`config.mk`:
```
export PLATFORM = sky130hd
export DESIGN_NAME = amp_predictor
export DESIGN_NICKNAME = d
export VERILOG_FILES = /design/src/rtl/amp_pkg.sv /design/src/rtl/amp_history.sv /design/src/rtl/amp_index_sel.sv /design/src/rtl/amp_pattern_table.sv /design/src/rtl/amp_predictor.sv
export SDC_FILE = /design/constraint.sdc
export NUM_CORES = 1
export LEC_CHECK = 0
export ABC_AREA = 1
export CAP_MARGIN = 20
export CELL_PAD_IN_SITES_DETAIL_PLACEMENT = 1
export CELL_PAD_IN_SITES_GLOBAL_PLACEMENT = 1
export CORE_MARGIN = 4
export CORE_UTILIZATION = 40
export DETAILED_ROUTE_END_ITERATION = 8
export DONT_BUFFER_PORTS = 1
export GPL_ROUTABILITY_DRIVEN = 0
export HOLD_SLACK_MARGIN = 0.02
export PLACE_DENSITY = 0.76
export SYNTH_ARGS = -nofsm -noshare
export SYNTH_HDL_FRONTEND = slang
export SYNTH_HIERARCHICAL = 1
export SYNTH_SLANG_ARGS = --single-unit
export TNS_END_PERCENT = 20
```
`constraint.sdc`:
```
create_clock -name clk -period 5.73 [get_ports clk]
set_input_delay 1.146 -clock clk [delete_from_list [all_inputs] [get_ports clk]]
set_output_delay 1.146 -clock clk [all_outputs]
set_load 0.005 [all_outputs]
```
`src/rtl/amp_pkg.sv`:
```
package amp_pkg;
  typedef enum logic [1:0] {
    AMP_SINGLE = 2'd0,
    AMP_GLOBAL = 2'd1,
    AMP_PERSET = 2'd2,
    AMP_XOR    = 2'd3
  } amp_mode_e;

  localparam logic [1:0] CNT_INIT = 2'b10;

  function automatic logic [1:0] sat_step(input logic [1:0] c, input logic up);
    if (up) return (c == 2'b11) ? c : c + 2'd1;
    else    return (c == 2'b00) ? c : c - 2'd1;
  endfunction
endpackage

```
`src/rtl/amp_history.sv`:
```
module amp_history #(
  parameter int K    = 6,
  parameter int SETS = 16,
  parameter int SW   = 4
) (
  input  logic          clk,
  input  logic          rst_n,
  input  logic          upd_valid,
  input  logic          upd_hit,
  input  logic [SW-1:0] upd_set,
  input  logic [SW-1:0] rd_set,
  output logic [K-1:0]  ghist,
  output logic [K-1:0]  phist_rd
);
  logic [K-1:0] ghist_q;
  logic [K-1:0] phist_q [SETS];

  always_ff @(posedge clk) begin
    if (!rst_n)         ghist_q <= '1;
    else if (upd_valid) ghist_q <= {ghist_q[K-2:0], upd_hit};
  end

  for (genvar g = 0; g < SETS; g++) begin : g_set
    always_ff @(posedge clk) begin
      if (!rst_n)
        phist_q[g] <= '1;
      else if (upd_valid && upd_set == SW'(g))
        phist_q[g] <= {phist_q[g][K-2:0], upd_hit};
    end
  end

  assign ghist    = ghist_q;
  assign phist_rd = phist_q[rd_set];
endmodule

```
`src/rtl/amp_index_sel.sv`:
```
module amp_index_sel
  import amp_pkg::*;
#(
  parameter int K  = 6,
  parameter int SW = 4
) (
  input  logic [1:0]    mode,
  input  logic [SW-1:0] set,
  input  logic [K-1:0]  ghist,
  input  logic [K-1:0]  phist,
  output logic [K-1:0]  idx
);
  amp_mode_e m;
  assign m = amp_mode_e'(mode);

  always_comb begin
    unique case (m)
      AMP_SINGLE: idx = '0;
      AMP_GLOBAL: idx = ghist;
      AMP_PERSET: idx = phist;
      AMP_XOR:    idx = ghist ^ K'(set);
      default:    idx = '0;
    endcase
  end
endmodule

```
`src/rtl/amp_pattern_table.sv`:
```
module amp_pattern_table
  import amp_pkg::*;
#(
  parameter int K = 6
) (
  input  logic         clk,
  input  logic         rst_n,
  input  logic [K-1:0] rd_idx,
  output logic [1:0]   rd_cnt,
  input  logic         wr_en,
  input  logic [K-1:0] wr_idx,
  input  logic         wr_up
);
  localparam int DEPTH = 1 << K;
  logic [1:0] cnt_q [DEPTH];

  for (genvar e = 0; e < DEPTH; e++) begin : g_ent
    always_ff @(posedge clk) begin
      if (!rst_n)
        cnt_q[e] <= CNT_INIT;
      else if (wr_en && wr_idx == K'(e))
        cnt_q[e] <= sat_step(cnt_q[e], wr_up);
    end
  end

  assign rd_cnt = cnt_q[rd_idx];
endmodule

```
`src/rtl/amp_predictor.sv`:
```
module amp_predictor #(
  parameter int K    = 6,
  parameter int SETS = 16
) (
  input  logic                     clk,
  input  logic                     rst_n,
  input  logic [1:0]               cfg_mode,
  input  logic                     req_valid,
  input  logic [$clog2(SETS)-1:0]  req_set,
  output logic                     pred_hit,
  input  logic                     upd_valid,
  input  logic                     upd_hit
);
  localparam int SW = $clog2(SETS);

  logic [K-1:0]  ghist_q, phist_rd, rd_idx, lat_idx_q;
  logic [SW-1:0] lat_set_q;
  logic [1:0]    rd_cnt;

  amp_history #(.K(K), .SETS(SETS), .SW(SW)) u_hist (
    .clk(clk), .rst_n(rst_n),
    .upd_valid(upd_valid), .upd_hit(upd_hit), .upd_set(lat_set_q),
    .rd_set(req_set), .ghist(ghist_q), .phist_rd(phist_rd)
  );

  amp_index_sel #(.K(K), .SW(SW)) u_isel (
    .mode(cfg_mode), .set(req_set), .ghist(ghist_q), .phist(phist_rd), .idx(rd_idx)
  );

  amp_pattern_table #(.K(K)) u_pht (
    .clk(clk), .rst_n(rst_n),
    .rd_idx(rd_idx), .rd_cnt(rd_cnt),
    .wr_en(upd_valid), .wr_idx(lat_idx_q), .wr_up(upd_hit)
  );

  // Hold the index and set of the last request until its outcome is trained.
  always_ff @(posedge clk) begin
    if (!rst_n) begin
      lat_idx_q <= '0;
      lat_set_q <= '0;
    end else if (req_valid) begin
      lat_idx_q <= rd_idx;
      lat_set_q <= req_set;
    end
  end

  assign pred_hit = req_valid & rd_cnt[1];
endmodule

```
==> results of run 1 <==
registers in the layout (all words and copies together), names as in the netlist:
name	count
u_hist/ghist	6
lat_set_q	4
lat_idx_q	6
u_hist/phist_q	96
u_pht/cnt_q	128
worst max-delay path, cell delays in order:
cell and delay, ns:
inv_2 0.39, nand2_1 0.10, nand3_1 0.09, nand3_1 0.07, nand3_1 0.14, nand2_1 0.08, nand3_1 0.09, nand2_1 0.06
inv_1 0.05, nand2_1 0.22, inv_2 0.48, nand2_1 0.14, nand3_1 0.10, nand3_1 0.09, nand2_1 0.09, nand2_1 0.05
nand3_1 0.08, nand3_1 0.07, nand2_1 0.09, nand2_1 0.08, inv_1 0.08
power by group:
part | internal (mW) | switching, mW | leakage [nW] | total [mW]
Combinational | 0.110 | 0.270 | 3.99 | 0.379
Clock | 1.04 | 0.759 | 0.450 | 1.80
Sequential | 1.94 | 0.0353 | 1.91 | 1.98
cell type report:
class	count	area [um^2]	area share, %
sequential	240	7050	45.3
multi-input combinational	1299	6040	38.8
inverter	234	878	5.65
clock buffer	33	762	4.90
tap	461	577	3.71
clock inverter	18	165	1.06
timing repair buffer	9	80.1	0.515
worst min path at each step:
| stage | from | to | slack, ns | cells past startpoint |
|---|---|---|---|---|
| finish | u_hist/ghist[5] | u_hist/ghist[5] | 0.47 | 2 |
| global route | u_hist/ghist[5] | u_hist/ghist[5] | 0.50 | 2 |
| CTS | u_hist/ghist[5] | u_hist/ghist[5] | 0.47 | 2 |
| detailed placement | u_hist/ghist[5] | u_hist/ghist[5] | 0.46 | 2 |
| global placement | u_hist/ghist[5] | u_hist/ghist[5] | 0.44 | 2 |
| floorplan | u_hist/ghist[5] | u_hist/ghist[5] | 0.43 | 2 |
per-layer routing:
metal	up-vias	wire, um	global-route usage, %
met5	-	0	0
met4	0	831	4.36
met3	50	1810	2.88
met2	222	19600	35.2
met1	6239	19200	28.7
li1	6009	-	-
per-stage QoR:
step,util [%],cells
5_1_grt,43.8,2294
3_3_place_gp,41.2,2243
2_1_floorplan,-,1864
6_report,43.8,2294
4_1_cts,43.8,2294
3_5_place_dp,41.2,2243
==> reports/results.txt, run 1 <==
The later pin in the worst-skew pair is clocked with a latency of 0.58 ns. The endpoint identified for the worst register-to-register timing path is u_pht/cnt_q[18][1]. The number of nets in the synthesized netlist is 1875. The via-per-instance ratio is 5.46, and the pin slew with the least headroom to its limit is 1.16 ns. The data arrival time of the critical path is 3.85 ns.

The tools report the final number of hold-violating endpoints as 0. The logic depth of the worst register-to-register path works out to 5. For the number of I/O pins, the log shows 12. For this run, design rule violations remaining after detail routing come to 0. The count of hold-fix buffers inserted at cts was 0; the post-route total power was 4.16 mW.

For this run, the detailed router's first-pass iteration total came to 5. The count of warnings emitted by yosys came out at 6. The antenna diode count is 0. The worst setup path endpoint was pred_hit. The tools report the sort of element at the start of the critical path as an input pin. The placed wire-length estimate after detailed placement is 29000 um. Setup slack on the critical path of the routed design comes to 0.736 ns. The first global-routing pass estimated 66200 um of wire. After detailed routing, the total wire length is 41400 um. In this run the worst path has a maximum fanout of 52.

The worst setup path is captured at an output port. The run gives 12700 as the number of global-route vias before repair. CTS placed an instance of clkbuf_16 at the clock tree root. After filler insertion, the fill cell instance count of the layout stands at 4321. Entering global routing, the biggest net connects 135 pins. Max-cap violations in this run came to 0.

Across all hold checks on the routed design, the worst slack comes to 0.470 ns. The area growth from synthesis to layout is 8.17%. The core region is 35500 um^2. The run gives 1864 as the gate count of the mapped netlist.

The post-route netlist has 8.29% of its cells at a drive strength greater than 1. In this run, the number of DRC markers left after iteration 0 of detailed routing was 904. Average instance area after synthesis: 7.71 um^2. For this design the static power due to leakage is 6.35 nW. The tools report the cell area after placement as 14600 um^2. For the finished layout, the period the worst path requires is 4.99 ns.

The worst min-delay path class was reg -> reg. The run finished with clean final reports. The library cell used most frequently in the layout, excluding fill and tap cells, is nand2_1.

The final clock period utilization by the worst path was 87.2%. The clock transition time at the flip-flop clock pins of the worst setup and hold paths is 0.06 ns. For the number of slew-limit violations in the final report, the log shows 0. During placement, the flow inserted port buffers numbering 0. The number of clock sinks seen by CTS is 240. The die covers 39000 um^2.

For the worst relative slew slack, the log shows 22.4%. After global routing the overflow that remains totals 0. In the layout the commonest cells are nand2_1 (575), nand3_1 (244), edfxtp_1 (224).

For this run, the top clock speed supported by timing is 200 MHz. The worst setup path is of the in -> out kind. The run gives 0 ns as the setup TNS.

For this configuration, the core starts out at a cell density of 40.5%. The number of clock buffers added by TritonCTS is 30. TritonCTS built the clock tree. The tools report the initial antenna violation count as 0. The clock passes through at most 3 buffers.

The floorplan die width is 198 um. Dividing total power by cell area gives a power density of 268 nW/um^2. The worst-case vdd ir drop came out at 0.228 mV. The startpoint of the worst setup timing path is req_set[0]. The cell area that synthesis handed to floorplanning was 14400 um^2.

After routing the design area is 15500 um^2. After detailed routing, the average wire length per cell comes to 18.1 um. The worst setup slack after placement was 0.821 ns. The number of antenna-violating nets in the routed design was 0; the number of setup buffers added after CTS was 0.

Setup repair after global routing left no endpoint under its margin. The net count of the finished layout is 1825. For the number of H-tree levels, the log shows 1. Gates resized during post-CTS repair numbered 0. The worst register-to-register path begins at lat_idx_q[5]. The routed layout has 12500 vias.

The run gives 0.0287 ns as the worst setup skew after layout. For the worst setup path, the data required time is 4.58 ns. The tools report the final-report setup violation count as 0. From bottom edge to top edge, the die measures 198 um. For this run, the total global-route usage over all layers was measured as 20.8%. The logs give 3.04 ns for the slack of the worst reg-to-reg path and 69 for the number of core rows.
(Power assumes the default switching activity.)
==> run 2: changes to the inputs <==
--- a/config.mk
+++ b/config.mk
@@ -7,17 +7,15 @@
 export LEC_CHECK = 0
 export ABC_AREA = 1
 export CAP_MARGIN = 20
-export CELL_PAD_IN_SITES_DETAIL_PLACEMENT = 1
-export CELL_PAD_IN_SITES_GLOBAL_PLACEMENT = 1
 export CORE_MARGIN = 4
 export CORE_UTILIZATION = 40
 export DETAILED_ROUTE_END_ITERATION = 8
 export DONT_BUFFER_PORTS = 1
 export GPL_ROUTABILITY_DRIVEN = 0
 export HOLD_SLACK_MARGIN = 0.02
-export PLACE_DENSITY = 0.76
+export PLACE_DENSITY = 0.61
 export SYNTH_ARGS = -nofsm -noshare
 export SYNTH_HDL_FRONTEND = slang
 export SYNTH_HIERARCHICAL = 1
 export SYNTH_SLANG_ARGS = --single-unit
-export TNS_END_PERCENT = 20
+export TNS_END_PERCENT = 10
==> run 2 against run 1 <==
Compared with the run above: setup slack gained 0.19 ns; global-route usage shrank 2.9 points; clock-buffer cell count shrank 3; sequential share of layout area grew 0.22 points; die area is the same; cell area shrank 0.49%; via count shrank 3.0%; critical path type unchanged; largest cell class unchanged.
==> reports/results.txt, run 2 (synthesis results as in run 1) <==
The insertion delay of the later-clocked pin in the worst-skew pair was 0.55 ns (was 0.58 ns). The antenna diode count was 0 (unchanged). The logs give 28 (was 30) for the number of CTS-inserted buffers and 967 (was 904) for the DRC marker count from the first detailed-route iteration. Commonest cells after routing, fill and taps aside: nand2_1 (575), nand3_1 (244), edfxtp_1 (224) (unchanged). Count of buffer and inverter cells on the critical path: 4 (unchanged).

The number of setup buffers added after CTS was 0 (unchanged). The logs give 24100 um (was 29000 um) for the placed wire-length estimate after detailed placement and 12 (unchanged) for the number of I/O pins. The wire length per cell after detailed routing was 15.5 um (was 18.1 um); the die area was 39000 um^2 (unchanged). The clock period minus worst slack came out at 4.81 ns (was 4.99 ns). The run gives 240 (unchanged) as the number of clock sinks seen by CTS.

Final wirelength: 35600 um (was 41400 um). The run gives 4.58 ns (about the same) as the data required time at the worst endpoint. Setup repair after global routing left no endpoint under its margin.

The internal power was 3.04 mW (was 3.10 mW). The run gives 208 MHz (was 200 MHz) as the maximum clock rate. The number of stages on the worst setup path works out to 18 (was 21). The logs give 0 (unchanged) for the number of max-capacitance violations reported and 42.4% (was 43.3%) for the clock network fraction of total power.

The number of slew-limit violations in the final report came out at 0 (unchanged). The tools report the footprint of the multi-input gates as 6040 um^2 (unchanged). The net switching power figure is 1.02 mW (was 1.06 mW), and the count of nets after finishing is 1820 (was 1825). The all-layer global routing usage is 17.9% (was 20.8%), and the worst setup slack after placement is 0.952 ns (was 0.821 ns). The tools report the number of detailed-routing iterations run before antenna repair as 6 (was 5).

The register name with the most flops is u_pht/cnt_q (unchanged). The final clock period utilization by the worst path is 83.9% (was 87.2%). The logic depth of the worst register-to-register path is 5 (unchanged). Floorplan die width: 198 um (unchanged).

The critical path's slowest cell was inv_1 (was inv_2). The die height works out to 198 um (unchanged). The tools report the start of the worst register-to-register path as lat_idx_q[5] (unchanged). For the maximum buffer depth of the clock tree, the log shows 3 (unchanged). The sort of element at the start of the critical path is an input pin (unchanged). The root cell of the clock tree is clkbuf_16 (unchanged).

Cell total after placement: 2240 (was 2243). For the pin count of the biggest net entering global routing, the log shows 135 (unchanged). Critical hold path startpoint: u_hist/ghist[5] (unchanged). The area growth from synthesis to layout was 7.64% (was 8.17%); the final number of hold-violating endpoints was 0 (unchanged). The run gives 0 (unchanged) as the final-report setup violation count.

The clock transition time at the flip-flop clock pins of the worst setup and hold paths was 0.06 ns (about the same); the global-route congestion overflow total was 0 (unchanged). The filler cell count in the final layout is 3492 (was 4321). The area of the core region is 35500 um^2 (unchanged). The flow ran to the end, and the final reports show no timing, DRC or antenna violations. The run gives 0 (unchanged) as the number of antenna-violating nets in the routed design. Post-route total power: 4.06 mW (was 4.16 mW). The power share of the combinational group was 8.9% (was 9.1%); the power density over cell area was 262 nW/um^2 (was 268 nW/um^2). The gate family responsible for the most delay along the worst path was simple AND/OR/NAND/NOR gates (unchanged). The sequential share of power was 48.7% (was 47.6%); the initial standard-cell utilization of the core was 40.5% (unchanged). The first-pass GRT wire length was 57700 um (was 66200 um); the maximum fanout encountered on the critical timing path was 28 (was 52). Biggest registers after layout: u_pht/cnt_q: 128 flops, u_hist/phist_q: 96 flops (unchanged). The run gives 7050 um^2 (unchanged) as the sequential standard cell area.

TritonCTS built the clock tree. Endpoint kind of the worst setup timing path: an output port (unchanged). The number of gates resized after cts was 0 (unchanged); the hold path depth was 2 (unchanged). The run gives 6.33 nW (was 6.35 nW) as the leakage component of the power. Most common cell after layout, fill and taps aside: nand2_1 (unchanged).

Number of global-route vias before repair: 11500 (was 12700). The quantity of I/O buffers inserted on ports came out at 0 (unchanged). For the worst setup skew after layout, the log shows 0.0194 ns (was 0.0287 ns). Series of cell instances along the critical path: inv_1 > nand3_1 > nand3_1 > nand3_1 > nand2_1 > nand3_1 > nand2_1 > inv_1 > nand2_1 > inv_1 > nand3_1 > nand2_1 > nand2_1 > nand3_1 > nand3_1 > nand2_1 > nand2_1 > inv_1 (was inv_2 > nand2_1 > nand3_1 > nand3_1 > nand3_1 > nand2_1 > nand3_1 > nand2_1 > inv_1 > nand2_1 > inv_2 > nand2_1 > nand3_1 > nand3_1 > nand2_1 > nand2_1 > nand3_1 > nand3_1 > nand2_1 > nand2_1 > inv_1). For the data arrival time of the critical path, the log shows 3.66 ns (was 3.85 ns). Fraction of final layout cells sized beyond drive strength 1: 8.47% (was 8.29%).

The count of hold-fix buffers inserted at cts is 0 (unchanged). Delay of the slowest cell on the worst path: 0.55 ns (was 0.48 ns). The category of the most critical setup path was in -> out (unchanged).

The number of vias in the routed layout was 12100 (was 12500). The proportion of total power due to net switching was 25.1% (was 25.6%). The startpoint of the worst setup timing path was req_set[1] (was req_set[0]). For the worst-case vdd ir drop, the log shows 0.212 mV (was 0.228 mV). Worst min-delay path class: reg -> reg (unchanged). The number of flip-flops in the largest register is 128 (unchanged), and the least setup slack across all paths after layout is 0.924 ns (was 0.736 ns).

The setup TNS came out at 0 ns (unchanged). The via-per-instance ratio works out to 5.30 (was 5.46). The initial antenna violation count is 0 (unchanged). The worst relative slew slack came out at 29.8% (was 22.4%). The number of non-filler instances in the completed layout is 2292 (was 2294), and the pin slew with the least headroom to its limit is 1.05 ns (was 1.16 ns). The run gives 0 (unchanged) as the residual DRC count. For the number of core rows, the log shows 69 (unchanged).

The run gives 1 (unchanged) as the number of H-tree levels.
run 2: cell types whose count changed in the layout (fill, tap and decap cells not counted), moves of 2 or more:
cell,change
clkbuf_16,-2
buf_4,-2
clkinv_1,-4
clkinv_2,+8
run 2: through the flow:
| stage | cell area (um^2) | utilization (%) | hold WS (ns) |
|---|---|---|---|
| 2_1_floorplan | 14400 | - | 0.429 |
| 6_report | 15500 | 43.6 | 0.477 |
| 5_1_grt | 15500 | 43.6 | 0.511 |
| 3_5_place_dp | 14600 | 41.1 | 0.444 |
| 3_3_place_gp | 14600 | 41.1 | 0.445 |
| 4_1_cts | 15500 | 43.6 | 0.483 |
run 2: power by group through the flow:
stage,clock network [mW],registers [mW],logic [mW]
3_5_place_dp,0,2.01,0.360
3_3_place_gp,0,2.01,0.351
6_report,1.72,1.98,0.362
4_1_cts,1.76,1.98,0.362
2_1_floorplan,0,2.00,0.324
5_1_grt,1.84,1.98,0.412
run 2: worst paths after layout:
check | to | slack (ns)
min | u_hist/ghist[5] | 0.48
max | pred_hit | 0.92
min reg2reg | u_hist/ghist[5] | 0.48
max reg2reg | u_pht/cnt_q[17][1] | 3.19
run 2: cell type report:
type / count / share of cell area [%]
well taps: 461 / 3.73
inverters: 234 / 5.68
clock inverters: 22 / 1.15
clock buffers: 30 / 4.58
multi-input cells: 1299 / 39.0
repair buffers: 6 / 0.291
flip-flops and latches: 240 / 45.5
run 2: worst min-delay path: stages, from the launching register on:
cell     delay, ns
dfxtp_1       0.33
nand2_1       0.06
nand3_1       0.06
run 2: per-layer routing:
layer  wire length (um)  track usage (%)  vias to the layer above
li1                   -                -                     6017
met1              15500             23.4                     5740
met2              16900             30.6                      307
met3               1920             2.49                       79
met4               1210             6.04                        0
met5                  0                0                        -
==> run 3: changes to the inputs <==
==> constraint.sdc (replaced) <==
create_clock -name clk -period 4.6 [get_ports clk]
set_input_delay 0.92 -clock clk [delete_from_list [all_inputs] [get_ports clk]]
set_output_delay 0.92 -clock clk [all_outputs]
set_load 0.005 [all_outputs]
==> run 3 against run 2 <==
Compared with the run above: routed wire length up 0.16%; critical path depth up 4; worst hold slack worse by 0.010 ns; clock power up 31%; register-to-register slack lost 1.1 ns; clock skew is 0.0088 ns lower; largest power group unchanged; utilization increased by 0.20 points; cell area rose by 0.46%; highest routed layer unchanged; sequential share of layout area decreased by 0.21 points; non-clock buffer count rose by 3; sequential cell count unchanged; clock-buffer cell count grew 7.
==> reports/results.txt, run 3 (synthesis results as in run 1) <==
The startpoint of the worst setup timing path was req_set[0] (was req_set[1]). The number of core rows came out at 69 (unchanged). The number of flip-flops in the largest register was 128 (unchanged); the leakage component of the power was 6.35 nW (was 6.33 nW).

The worst relative slew slack is 33.1% (was 29.8%), and the number of detailed-routing iterations run before antenna repair is 5 (was 6). The run gives 12 (unchanged) as the number of I/O pins. The pin slew with the least headroom to its limit works out to 1.00 ns (was 1.05 ns). The critical hold path startpoint is u_hist/ghist[5] (unchanged). The logs give 39000 um^2 (unchanged) for the die area and 24700 um (was 24100 um) for the placed wire-length estimate after detailed placement. The run gives 11500 (about the same) as the number of global-route vias before repair. TritonCTS built the clock tree. The worst path needs 4.27 ns of the cycle, external delays included.

The global-route congestion overflow total was 0 (unchanged). The initial antenna violation count is 0 (unchanged), and the worst setup skew after layout is 0.0105 ns (was 0.0194 ns). The most used routing layer is met2 (unchanged).

The number of slew-limit violations in the final report is 0 (unchanged), and the number of CTS-inserted buffers is 27 (was 28). The setup TNS was 0 ns (unchanged); the delay of the slowest cell on the worst path was 0.39 ns (was 0.55 ns). The insertion delay of the later-clocked pin in the worst-skew pair was 0.54 ns (was 0.55 ns). Via-per-instance ratio: 5.23 (was 5.30). The tools report the number of H-tree levels as 1 (unchanged).

The maximum fanout encountered on the critical timing path is 52 (was 28). The number of vias in the routed layout was 12000 (was 12100); the number of gates resized after cts was 0 (unchanged). The run gives 3.68 ns (was 4.58 ns) as the data required time at the worst endpoint. Category of the most critical setup path: in -> out (unchanged).

Biggest registers after layout: u_pht/cnt_q: 128 flops, u_hist/phist_q: 96 flops (unchanged). Number of clock sinks seen by CTS: 240 (unchanged). The tools report the first-pass GRT wire length as 58000 um (was 57700 um).

Endpoint kind of the worst setup timing path: an output port (unchanged). The power density over cell area works out to 333 nW/um^2 (was 262 nW/um^2). The number of antenna-violating nets in the routed design was 0 (unchanged).

The data arrival time of the critical path is 3.35 ns (was 3.66 ns), and the quantity of I/O buffers inserted on ports is 0 (unchanged). The count of nets after finishing is 1822 (was 1820). The worst-case vdd ir drop was 0.332 mV (was 0.212 mV); the number of setup buffers added after CTS was 0 (unchanged). Derived from the worst setup path, the maximum achievable clock frequency is 234 MHz. The root cell of the clock tree is clkbuf_16 (unchanged). The tools report the antenna diode count as 0 (unchanged). Register name with the most flops: u_pht/cnt_q (unchanged). The area growth from synthesis to layout works out to 8.14% (was 7.64%). The critical path's slowest cell was inv_2 (was inv_1). Area of the core region: 35500 um^2 (unchanged). The run gives 0 (unchanged) as the final number of hold-violating endpoints. The global routing usage on met2 was 31.2% (was 30.6%); the share of the core filled with cells in the final layout was 43.8% (was 43.6%). After layout, the worst path uses 92.8% of the clock period.

The initial standard-cell utilization of the core came out at 40.5% (unchanged). Setup repair after global routing left no endpoint under its margin. Series of cell instances along the critical path: inv_2 > buf_4 > nand2_1 > nand3_1 > nand3_1 > nand3_1 > nand2_1 > nand3_1 > nand2_1 > inv_1 > nand2_1 > inv_2 > nand2_1 > nand3_1 > nand3_1 > nand2_1 > nand2_1 > nand3_1 > nand3_1 > nand2_1 > nand2_1 > inv_1 (was inv_1 > nand3_1 > nand3_1 > nand3_1 > nand2_1 > nand3_1 > nand2_1 > inv_1 > nand2_1 > inv_1 > nand3_1 > nand2_1 > nand2_1 > nand3_1 > nand3_1 > nand2_1 > nand2_1 > inv_1). The DRC marker count from the first detailed-route iteration came out at 1069 (was 967). The most common cell after layout, fill and taps aside was nand2_1 (unchanged). The fraction of final layout cells sized beyond drive strength 1 is 8.30% (was 8.47%), and the floorplan die width is 198 um (unchanged).

The clock transition time at the flip-flop clock pins of the worst setup and hold paths is 0.06 ns (about the same), and the all-layer global routing usage is 18.0% (was 17.9%). Number of max-capacitance violations reported: 0 (unchanged). The residual DRC count came out at 0 (unchanged). The final-report setup violation count was 0 (unchanged). The die height was 198 um (unchanged). Among the stages of the critical path, the cell type that occurs most often is nand2_1. Wire length per cell after detailed routing: 15.5 um (about the same). The sort of element at the start of the critical path was an input pin (unchanged). The run gives 2.22% (was 2.49%) as the met3 track demand over resource in global routing. The start of the worst register-to-register path is lat_idx_q[5] (unchanged). The run finished with clean final reports. Commonest cells after routing, fill and taps aside: nand2_1 (575), nand3_1 (244), edfxtp_1 (224) (unchanged). The logs give 0 (unchanged) for the count of hold-fix buffers inserted at cts and 23.5% (was 23.4%) for the global-route met1 utilization. Maximum buffer depth of the clock tree: 3 (unchanged). The worst min-delay path class was reg -> reg (unchanged).

Final wirelength: 35700 um (was 35600 um). The pin count of the biggest net entering global routing is 135 (unchanged).
## run 3: cell types whose count changed in the layout (fill, tap and decap cells not counted)
cell	before	now
clkinv_2	12	2
clkinv_8	1	0
bufinv_16	2	4
buf_4	6	9
clkbuf_8	0	6
clkbuf_16	28	27
clkinv_1	5	7
clkinv_4	2	0
clkbuf_1	2	4
## run 3: final timing paths
path / cells past startpoint / slack [ns] / end
min: 2 / 0.47 / u_hist/ghist[5]
min reg2reg: 2 / 0.47 / u_hist/ghist[5]
max reg2reg: 5 / 2.09 / u_pht/cnt_q[59][1]
max: 22 / 0.33 / pred_hit
## run 3: metal layers
| metal | vias to the layer above | routed length (um) |
|---|---|---|
| li1 | 6019 | - |
| met1 | 5619 | 15900 |
| met2 | 281 | 17000 |
| met3 | 65 | 1620 |
| met4 | 0 | 1110 |
| met5 | - | 0 |
## run 3: power by group
part / switching (mW) / internal (mW) / total [mW]
Sequential: 0.0423 / 2.42 / 2.46
Clock: 0.864 / 1.39 / 2.25
Combinational: 0.316 / 0.136 / 0.452
## run 3: through the flow
| stage | instance area [um^2] | worst slack (ns) | power (mW) | hold WS, ns | instances |
|---|---|---|---|---|---|
| CTS | 15500 | 0.370 | 5.22 | 0.464 | 2293 |
| floorplan | 14400 | 0.930 | 2.90 | 0.429 | 1864 |
| finish | 15500 | 0.329 | 5.17 | 0.466 | 2293 |
| global route | 15500 | 0.0146 | 5.38 | 0.492 | 2293 |
| detailed placement | 14600 | 0.388 | 2.96 | 0.448 | 2243 |
| global placement | 14600 | 0.434 | 2.94 | 0.440 | 2243 |
## run 3: final cells by class
type	count	area (um^2)
fill	3461	19900
sequential	240	7050
multi-input combinational	1299	6040
inverter	234	878
clock buffer	37	773
tap	461	577
clock inverter	13	161
timing repair buffer	9	67.6
## run 3: worst max-delay path, delay by kind of cell
kind,cells,cell delay (ns)
and+or+nand+nor,17,1.43
buffers and inverters,5,1.00
